===== src/rtl/can_irq_pkg.sv =====
// Package: shared constants of the CAN interrupt flag register.
// Assumes flags occupy the upper byte of a 16-bit register.
package can_irq_pkg;
    localparam int FLAG_N   = 8;
    localparam int REG_W    = 16;
    localparam int FLAG_LSB = REG_W - FLAG_N;

    // Flag positions inside the flag byte (register bit = FLAG_LSB + index)
    localparam int F_RST  = 0;
    localparam int F_RMSG = 1;
    localparam int F_RREQ = 2;
    localparam int F_EPAS = 3;
    localparam int F_TXW  = 4;
    localparam int F_RXW  = 5;
    localparam int F_BOFF = 6;
    localparam int F_OVL  = 7;

    // Flags that software may clear by writing 1
    localparam logic [FLAG_N-1:0] SW_CLR_MASK = 8'b1111_1001;
    // Flag values after reset
    localparam logic [FLAG_N-1:0] RESET_VAL   = 8'b0000_0001;

    // Error counter levels
    localparam int WARN_LVL    = 96;
    localparam int PASSIVE_LVL = 128;
    localparam int BUSOFF_LVL  = 256;
endpackage


===== src/rtl/can_lvl_edge.sv =====
// Module: can_lvl_edge
// Detects the cycle in which an error counter (or, with DUAL=1, either of
// two counters) first reaches LEVEL. Emits a one-cycle pulse on that rising
// edge of the condition. Assumes CNT_W is wide enough to hold LEVEL.
module can_lvl_edge #(
    parameter int CNT_W = 9,
    parameter int LEVEL = 96,
    parameter bit DUAL  = 1'b0
) (
    input  logic             clk,
    input  logic             rst_n,
    input  logic [CNT_W-1:0] cnt_a,
    input  logic [CNT_W-1:0] cnt_b,
    output logic             rise
);
    localparam logic [CNT_W-1:0] LVL = CNT_W'(LEVEL);

    logic cond;
    logic cond_q;

    generate
        if (DUAL) begin : g_dual
            // Condition holds when either counter is at or above the level
            always_comb cond = (cnt_a >= LVL) || (cnt_b >= LVL);
        end else begin : g_single
            logic unused_b;
            assign unused_b = ^cnt_b;
            // Condition holds when the single counter is at or above the level
            always_comb cond = (cnt_a >= LVL);
        end
    endgenerate

    // Remember last cycle's condition for edge detection
    always_ff @(posedge clk) begin
        if (!rst_n) cond_q <= 1'b0;
        else        cond_q <= cond;
    end

    // Pulse only on the false-to-true transition
    always_comb rise = cond && !cond_q;
endmodule


===== src/rtl/can_mbox_track.sv =====
// Module: can_mbox_track
// Qualifies a mailbox store against the interrupt mask. It also reports when
// no unmasked mailbox has a pending bit left. Assumes rx_slot < N_MB.
module can_mbox_track #(
    parameter int N_MB = 16,
    localparam int SLOT_W = (N_MB > 1) ? $clog2(N_MB) : 1
) (
    input  logic              store,
    input  logic [SLOT_W-1:0] slot,
    input  logic [N_MB-1:0]   pend,
    input  logic [N_MB-1:0]   mask,
    output logic              hit,
    output logic              idle
);
    logic [N_MB-1:0] live;

    // A store counts only if the target mailbox is not masked
    always_comb hit = store && !mask[slot];

    // Pending bits that belong to mailboxes with interrupts enabled
    always_comb live = pend & ~mask;

    // Idle when no enabled mailbox is still pending
    always_comb idle = (live == '0);
endmodule


===== src/rtl/can_flag_cell.sv =====
// Module: can_flag_cell
// One sticky interrupt flag. A set event has priority over any clear.
// A software clear acts only when SW_CLR=1. A hardware clear acts only when
// HW_CLR=1. RST_VAL is the value loaded by reset.
module can_flag_cell #(
    parameter bit RST_VAL = 1'b0,
    parameter bit SW_CLR  = 1'b1,
    parameter bit HW_CLR  = 1'b0
) (
    input  logic clk,
    input  logic rst_n,
    input  logic set,
    input  logic sw_clr,
    input  logic hw_clr,
    output logic q
);
    logic clr;

    generate
        if (SW_CLR && HW_CLR) begin : g_both
            // Either source may clear
            always_comb clr = sw_clr || hw_clr;
        end else if (SW_CLR) begin : g_sw
            logic unused_hw;
            assign unused_hw = hw_clr;
            // Only the software write clears
            always_comb clr = sw_clr;
        end else if (HW_CLR) begin : g_hw
            logic unused_sw;
            assign unused_sw = sw_clr;
            // Only the hardware condition clears
            always_comb clr = hw_clr;
        end else begin : g_none
            logic unused_cl;
            assign unused_cl = sw_clr ^ hw_clr;
            // Flag never clears except by reset
            always_comb clr = 1'b0;
        end
    endgenerate

    // Sticky flag update with set taking priority
    always_ff @(posedge clk) begin
        if (!rst_n)   q <= RST_VAL;
        else if (set) q <= 1'b1;
        else if (clr) q <= 1'b0;
    end
endmodule


===== src/rtl/can_irq_flags.sv =====
// Module: can_irq_flags (top)
// CAN controller interrupt flag register: eight sticky flags from error
// counter levels, engine strobes and mailbox vectors, read on bus bits 15:8.
// Assumes strobes last one cycle and that mailbox pending bits rise together
// with their store.
module can_irq_flags #(
    parameter int CNT_W = 9,
    parameter int N_MB  = 16,
    localparam int SLOT_W = (N_MB > 1) ? $clog2(N_MB) : 1
) (
    input  logic              clk,
    input  logic              rst_n,
    input  logic [CNT_W-1:0]  tx_err_cnt,
    input  logic [CNT_W-1:0]  rx_err_cnt,
    input  logic              ovl_sent,
    input  logic              rst_done,
    input  logic              rx_store,
    input  logic              rx_remote,
    input  logic [SLOT_W-1:0] rx_slot,
    input  logic [N_MB-1:0]   rx_pend,
    input  logic [N_MB-1:0]   rr_pend,
    input  logic [N_MB-1:0]   mb_mask,
    input  logic [7:0]        flag_en,
    input  logic              bus_sel,
    input  logic              bus_wr,
    input  logic [15:0]       bus_wdata,
    output logic [15:0]       bus_rdata,
    output logic              irq
);
    import can_irq_pkg::*;

    logic [FLAG_N-1:0] set_v;
    logic [FLAG_N-1:0] swclr_v;
    logic [FLAG_N-1:0] hwclr_v;
    logic [FLAG_N-1:0] flags;
    logic              wr_en;
    logic              msg_hit, msg_idle;
    logic              rrq_hit, rrq_idle;
    logic              txw_rise, rxw_rise, epas_rise, boff_rise;
    logic              unused_lo;

    assign unused_lo = ^bus_wdata[FLAG_LSB-1:0];

    // Register write qualifier
    always_comb wr_en = bus_sel && bus_wr;

    // Threshold edge detectors for the error-state flags
    can_lvl_edge #(.CNT_W(CNT_W), .LEVEL(WARN_LVL), .DUAL(1'b0)) u_txw (
        .clk(clk), .rst_n(rst_n), .cnt_a(tx_err_cnt), .cnt_b(rx_err_cnt),
        .rise(txw_rise));
    can_lvl_edge #(.CNT_W(CNT_W), .LEVEL(WARN_LVL), .DUAL(1'b0)) u_rxw (
        .clk(clk), .rst_n(rst_n), .cnt_a(rx_err_cnt), .cnt_b(tx_err_cnt),
        .rise(rxw_rise));
    can_lvl_edge #(.CNT_W(CNT_W), .LEVEL(PASSIVE_LVL), .DUAL(1'b1)) u_epas (
        .clk(clk), .rst_n(rst_n), .cnt_a(tx_err_cnt), .cnt_b(rx_err_cnt),
        .rise(epas_rise));
    can_lvl_edge #(.CNT_W(CNT_W), .LEVEL(BUSOFF_LVL), .DUAL(1'b0)) u_boff (
        .clk(clk), .rst_n(rst_n), .cnt_a(tx_err_cnt), .cnt_b(rx_err_cnt),
        .rise(boff_rise));

    // Mailbox trackers for message-received and remote-request flags
    can_mbox_track #(.N_MB(N_MB)) u_msg (
        .store(rx_store), .slot(rx_slot), .pend(rx_pend), .mask(mb_mask),
        .hit(msg_hit), .idle(msg_idle));
    can_mbox_track #(.N_MB(N_MB)) u_rrq (
        .store(rx_store && rx_remote), .slot(rx_slot), .pend(rr_pend),
        .mask(mb_mask), .hit(rrq_hit), .idle(rrq_idle));

    // Gather the set events by flag index
    always_comb begin
        set_v         = '0;
        set_v[F_RST]  = rst_done;
        set_v[F_RMSG] = msg_hit;
        set_v[F_RREQ] = rrq_hit;
        set_v[F_EPAS] = epas_rise;
        set_v[F_TXW]  = txw_rise;
        set_v[F_RXW]  = rxw_rise;
        set_v[F_BOFF] = boff_rise;
        set_v[F_OVL]  = ovl_sent;
    end

    // Gather the hardware clear conditions (mailbox flags only)
    always_comb begin
        hwclr_v         = '0;
        hwclr_v[F_RMSG] = msg_idle;
        hwclr_v[F_RREQ] = rrq_idle;
    end

    // Software write-1 clears, one per flag byte bit
    always_comb swclr_v = wr_en ? bus_wdata[REG_W-1:FLAG_LSB] : '0;

    // One flag cell per bit; the variant follows the package masks
    generate
        for (genvar i = 0; i < FLAG_N; i++) begin : g_flag
            can_flag_cell #(
                .RST_VAL(RESET_VAL[i]),
                .SW_CLR (SW_CLR_MASK[i]),
                .HW_CLR (!SW_CLR_MASK[i])
            ) u_cell (
                .clk(clk), .rst_n(rst_n), .set(set_v[i]),
                .sw_clr(swclr_v[i]), .hw_clr(hwclr_v[i]), .q(flags[i]));
        end
    endgenerate

    // Register read view: flags in the upper byte, zeros below
    always_comb bus_rdata = {flags, {FLAG_LSB{1'b0}}};

    // Interrupt request from enabled flags
    always_comb irq = |(flags & flag_en);
endmodule


===== config.mk =====
export PLATFORM = sky130hd
export DESIGN_NAME = can_irq_flags
export DESIGN_NICKNAME = d
export VERILOG_FILES = /design/src/rtl/can_irq_pkg.sv /design/src/rtl/can_lvl_edge.sv /design/src/rtl/can_mbox_track.sv /design/src/rtl/can_flag_cell.sv /design/src/rtl/can_irq_flags.sv
export SDC_FILE = /design/constraint.sdc
export NUM_CORES = 1
export LEC_CHECK = 0
export BUFFER_PORTS_ARGS = -buffer_cell sky130_fd_sc_hd__buf_4
export CAP_MARGIN = 10
export CORE_MARGIN = 5
export CORE_UTILIZATION = 36
export DETAILED_ROUTE_END_ITERATION = 10
export GPL_ROUTABILITY_DRIVEN = 0
export PLACE_DENSITY = 0.81
export SKIP_CTS_REPAIR_TIMING = 1
export SLEW_MARGIN = 25
export SYNTH_ARGS = -nofsm -noshare
export SYNTH_HDL_FRONTEND = slang
export SYNTH_HIERARCHICAL = 1
export SYNTH_SLANG_ARGS = --single-unit

===== constraint.sdc =====
create_clock -name clk -period 1.38 [get_ports clk]
set_input_delay 0 -clock clk [delete_from_list [all_inputs] [get_ports clk]]
set_output_delay 0 -clock clk [all_outputs]
set_load 0.005 [all_outputs]

# Word level (Yosys, flattened, before mapping)
# Cells that the tools add are included.
dict set report classes {
  muxes 17
  n_reduce_logical 25
  magnitude_cmp 6
  n_bitwise 5
}
# op n
set ops {}
lappend ops {{16-bit bitwise AND} 2}
lappend ops {{16-bit zero test} 2}
lappend ops {{9-bit by 7-bit greater-or-equal comparator with 1-bit output (second input constant)} 2}
lappend ops {{9-bit by 8-bit greater-or-equal comparator with 1-bit output (second input constant)} 2}
lappend ops {{16-bit inverter} 1}
lappend ops {{1-bit two-way mux} 15}
lappend ops {{2-bit nonzero test} 7}
lappend ops {{9-bit greater-or-equal comparator (second input constant)} 1}
lappend ops {{8-bit bitwise AND} 1}
lappend ops {{1-bit logical AND} 8}
lappend ops {{8-bit two-way mux} 1}
lappend ops {{8-bit OR reduction} 1}
lappend ops {{1-bit zero test} 5}
lappend ops {{4-bit by 5-bit less-than comparator with 1-bit output (second input constant)} 1}
lappend ops {{1-bit binary-select mux with 4-bit select} 1}
lappend ops {{2-bit OR reduction} 1}
lappend ops {{1-bit logical OR} 1}
lappend ops {{1-bit inverter} 1}
dict set report totals {
  regBits 12
  wordCells 65
  output_inout_bits 17
  in_bits 102
}

# Depth between registers and ports, before layout
dict set report logic_depth {
  depth_word 5
  depth_mapped 5
  depth_no_buf 5
}

# Hierarchy
# Netlist, hierarchy kept.
# mod area_each_um2 n_inst seq_area_each_um2 cells_per_inst
set modules_own_cells {}
lappend modules_own_cells {can_mbox_track 272.8 2 0.0 31}
lappend modules_own_cells {{can_flag_cell (g_flag[1].u_cell ...)} 41.3 7 20.0 3}
lappend modules_own_cells {can_irq_flags 156.4 1 0.0 23}
lappend modules_own_cells {{can_lvl_edge (u_epas ...)} 42.5 3 20.0 4}
lappend modules_own_cells {{can_lvl_edge (u_boff)} 40.0 1 20.0 3}
lappend modules_own_cells {{can_flag_cell (g_flag[0].u_cell)} 33.8 1 20.0 3}

# Least setup slack after synthesis
# Ideal clock, no wire load.
dict set report synth_path {
  path_type {input to register}
  start {in mb_mask[7]}
  end {reg g_flag[1].u_cell.q}
  setup_time_ns 0.115
  t_arrival_ns 0.841
  required_ns 1.265
  stages 5
  path_slack_ns 0.425
  path_cell_list {nand2b_1 o2111ai_1 nor4_1 nor2b_4 o21a_1}
}
dict set report synth_via {
  elab_cells_between_ends 9
}
# element line
set synth_lines {}
lappend synth_lines {{start, declared} can_irq_flags.sv:22} ;# input logic [N_MB-1:0] mb_mask,
lappend synth_lines {{16-bit inverter} can_mbox_track.sv:21} ;# always_comb live = pend & ~mask;
lappend synth_lines {{16-bit bitwise AND} can_mbox_track.sv:21}
lappend synth_lines {{16-bit zero test} can_mbox_track.sv:24} ;# always_comb idle = (live == '0);
lappend synth_lines {{via msg_idle} can_irq_flags.sv:37} ;# logic msg_hit, msg_idle;
lappend synth_lines {{2-bit nonzero test (no line)} --}
lappend synth_lines {{end signal, assigned} can_flag_cell.sv:43} ;# if (!rst_n) q <= RST_VAL;
lappend synth_lines {{end signal, assigned} can_flag_cell.sv:44} ;# else if (set) q <= 1'b1;
lappend synth_lines {{end signal, assigned} can_flag_cell.sv:45} ;# else if (clr) q <= 1'b0;
lappend synth_lines {{end, declared} can_flag_cell.sv:15} ;# output logic q
# The timed path passes the listed nets, and every way through them passes these cells. The select of a mux whose other input is x is not followed.
# A chain may end at the register's enable or synchronous reset.

# Final worst setup path
dict set report layout_path {
  start {in tx_err_cnt[8]}
  end {reg u_txw.cond_q}
}
dict set report layout_via {
  elab_chain_len 1
}
# element line
set layout_rtl {}
lappend layout_rtl {{start, declared} can_irq_flags.sv:13} ;# input logic [CNT_W-1:0] tx_err_cnt,
lappend layout_rtl {{9-bit by 7-bit greater-or-equal comparator with 1-bit output} can_lvl_edge.sv:29} ;# always_comb cond = (cnt_a >= LVL);
lappend layout_rtl {{end signal, assigned} can_lvl_edge.sv:36} ;# else cond_q <= cond;
lappend layout_rtl {{end, declared} can_lvl_edge.sv:19} ;# logic cond_q;
# No other way between the ends.

==> flow_metrics.py <==
metrics = {
    "floorplan": {
        "std_cell_rows": 20,
        "floorplan.initialDensity_pct": 38.0,
        "core-area_um2": 3100,
        "floorplan.io_pins": 119,
        "chipWidth_um": 67.3,
        "floorplan.die_area_um2": 4520,
        "floorplan.die.height_um": 67.3,
    },
    "routing": {
        "vias": 1327,
        "vias_per_cell": 4.93,
        "drt-initial-drc-count": 15,
        "antenna_violating_nets_post_route": 0,
        "drt_first_pass_iters": 2,
        "postRouteWirelength_um": 3680,
        "drc": 0,
        "post_drt_wl_per_cell_um": 13.7,
    },
    "synthesis": {
        "synth_area_um2": 1180,
        "avgSynthCellArea_um2": 9.67,
        "postSynthCellCount": 122,
        "synth-warning-count": 6,
    },
    "layout": {
        "antenna_cells": 0,
        "fin_nets": 328,
        "finalCoreUtilization_pct": 64.7,
        "drive_gt1_share_pct": 48.4,
        "regArea_um2": 240,
        "multi_input_comb_area_um2": 876,
        "n_fill_cell": 285,
        "layout-area-overhead-vs-synth_pct": 70.2,
        "fin_area_um2": 2010,
    },
    "placement": {
        "placedInstanceArea_um2": 1890,
        "numPortBuffers": 90,
        "detailedPlacementHpwl_um": 3170,
    },
    "global_routing": {
        "grt_start_max_net_pins": 13,
        "vias_in_the_first_global_route": 1280,
        "grt-busiest-layer": "met2",
        "gr-usage-met1_pct": 15.0,
        "grt_util_met3_pct": 7.15,
        "grt_antenna_before_repair": 0,
        "gr_layer_usage_met2_pct": 27.5,
        "track_usage_pct": 15.2,
        "gr-total-overflow": 0,
        "grt_pass1_wl_um": 5280,
    },
    "timing": {
        "timing.setup.tns_ns": 0,
        "timing_hold_violations_final": 0,
        "max_freq_mhz": 738,
        "drv_slew": 0,
        "worst_clock_skew_ns": 0.00338,
        "finalHoldWorstSlack_ns": 0.00258,
        "layout_min_cycle_time_ns": 1.36,
        "setup-violations-final": 0,
        "fin_crit_sh_pct": 98.2,
    },
    "run": {
        "drv.max_cap_violation_count": 0,
    },
    "worst_setup_path": {
        "worst_ep_arrival_time_ns": 1.53,
        "criticalPathCategory": "input port to flop",
        "worstPathCellList": "dlygate4sd3_1 > buf_4 > a211oi_2 > dlygate4sd3_1 > nor2b_1",
        "r2r_cells": 3,
        "timing.critical_path.slowest_stage_cell": "sky130_fd_sc_hd__dlygate4sd3_1",
        "critical_path_buffer_and_inverter_count": 3,
        "critical_path_depth": 5,
        "path_common_cell": "sky130_fd_sc_hd__dlygate4sd3_1",
        "critPathLaunchType": "input port",
        "critical-path-top-delay-family": "buffers and inverters",
        "timing.critical_path.fanout_max": 4,
        "cp.required_ns": 1.55,
        "critical_path.endpoint_type": "flop",
        "cpPeakStageDelay_ns": 0.58,
    },
    "cts": {
        "insertion_delay_ns": 0.27,
        "ctsRootBufferMaster": "sky130_fd_sc_hd__clkbuf_4",
        "htreeDepth": 1,
        "cts.reportedPaths.clkPinSlew_ns": 0.07,
        "tritoncts.num_buffers": 3,
        "cts_tree": "built",
        "cts_num_sinks": 12,
        "clock_path_buffers": 2,
    },
    "power": {
        "total_power_uw": 1120,
        "power_leakage_uw": 0.000976,
        "cellPowerDensity_nw_per_um2": 557,
        "worst_case_vdd_ir_drop_uv": 251,
    },
    "hold_path": {
        "holdPathStages": 3,
        "worst_hold_path_type": "input port to flop",
    },
    "outcome": {
        "outcome": "finished clean",
    },
}
==> final cells by class <==
cell class              instances  area share (%)
clock buffers                   4            1.81
inverters                       8            1.50
multi-input cells             101            43.6
flip-flops and latches         12            12.0
well taps                      44            2.74
repair buffers                100            38.4
==> sequential cells by signal (all words and copies together), names as in the netlist <==
name             cells
u_txw/cond_q         1
g_flag.u_cell/q      8
u_rxw/cond_q         1
u_boff/cond_q        1
u_epas/cond_q        1
==> placed cells by master (no fill, tap or decap) <==
| cell | n |
|---|---|
| sky130_fd_sc_hd__and4_1 | 2 |
| sky130_fd_sc_hd__a22oi_1 | 4 |
| sky130_fd_sc_hd__conb_1 | 8 |
| sky130_fd_sc_hd__nor4_2 | 1 |
| sky130_fd_sc_hd__nand2b_1 | 25 |
| sky130_fd_sc_hd__buf_4 | 92 |
| sky130_fd_sc_hd__o21a_1 | 7 |
| sky130_fd_sc_hd__a21boi_1 | 2 |
| sky130_fd_sc_hd__dlygate4sd3_1 | 8 |
| sky130_fd_sc_hd__nor2_1 | 5 |
| sky130_fd_sc_hd__o2111ai_1 | 8 |
| sky130_fd_sc_hd__a211oi_2 | 2 |
| sky130_fd_sc_hd__nand3_1 | 2 |
| sky130_fd_sc_hd__nand3b_1 | 5 |
| sky130_fd_sc_hd__and2_1 | 2 |
| sky130_fd_sc_hd__nand4_1 | 1 |
| sky130_fd_sc_hd__nor2b_1 | 3 |
| sky130_fd_sc_hd__nor4_1 | 2 |
| sky130_fd_sc_hd__nor2b_4 | 8 |
| sky130_fd_sc_hd__and3_1 | 6 |
| sky130_fd_sc_hd__inv_1 | 8 |
| sky130_fd_sc_hd__mux4_2 | 2 |
| sky130_fd_sc_hd__clkbuf_4 | 3 |
| sky130_fd_sc_hd__mux4_1 | 6 |
| sky130_fd_sc_hd__clkbuf_8 | 1 |
| sky130_fd_sc_hd__dfxtp_1 | 12 |
==> tightest hold or removal path: stages <==
cell,delay [ns]
sky130_fd_sc_hd__buf_4,0.09
sky130_fd_sc_hd__nor4_2,0.05
sky130_fd_sc_hd__nor2b_1,0.10
==> per-layer routing <==
layer  share of wire [%]  vias to the layer above
met5                   0                        -
met4                 1.4                        0
met3                  17                        4
met2                  47                       80
met1                  35                      593
li1                    -                      650
==> through the flow <==
step / cells / worst slack [ns]
floorplan: 129 / 0.425
global placement: 257 / 0.184
detailed placement: 257 / 0.159
CTS: 261 / 0.278
global route: 269 / -0.0127
finish: 269 / 0.0247
==> worst paths after layout <==
path	start	endpoint	slack (ns)
setup / recovery	tx_err_cnt[8]	u_txw/cond_q$_SDFF_PN0_	0.02
hold / removal	rx_err_cnt[8]	u_epas/cond_q$_SDFF_PN0_	0.003
setup reg to reg	g_flag[0].u_cell/q$_SDFFE_PP1P_	g_flag[0].u_cell/q$_SDFFE_PP1P_	0.22
hold reg to reg	u_rxw/cond_q$_SDFF_PN0_	g_flag[5].u_cell/q$_SDFFE_PN0P_	0.55
==> power by group <==
part / internal (µW) / total, µW / switching (µW) / leakage (µW)
combinational: 310 / 456 / 146 / 0.000854
clock: 160 / 272 / 112 / 0.0000210
sequential: 372 / 390 / 18.7 / 0.000100
total: 842 / 1120 / 276 / 0.000976
No activity file was read; power rests on OpenSTA's default activity.
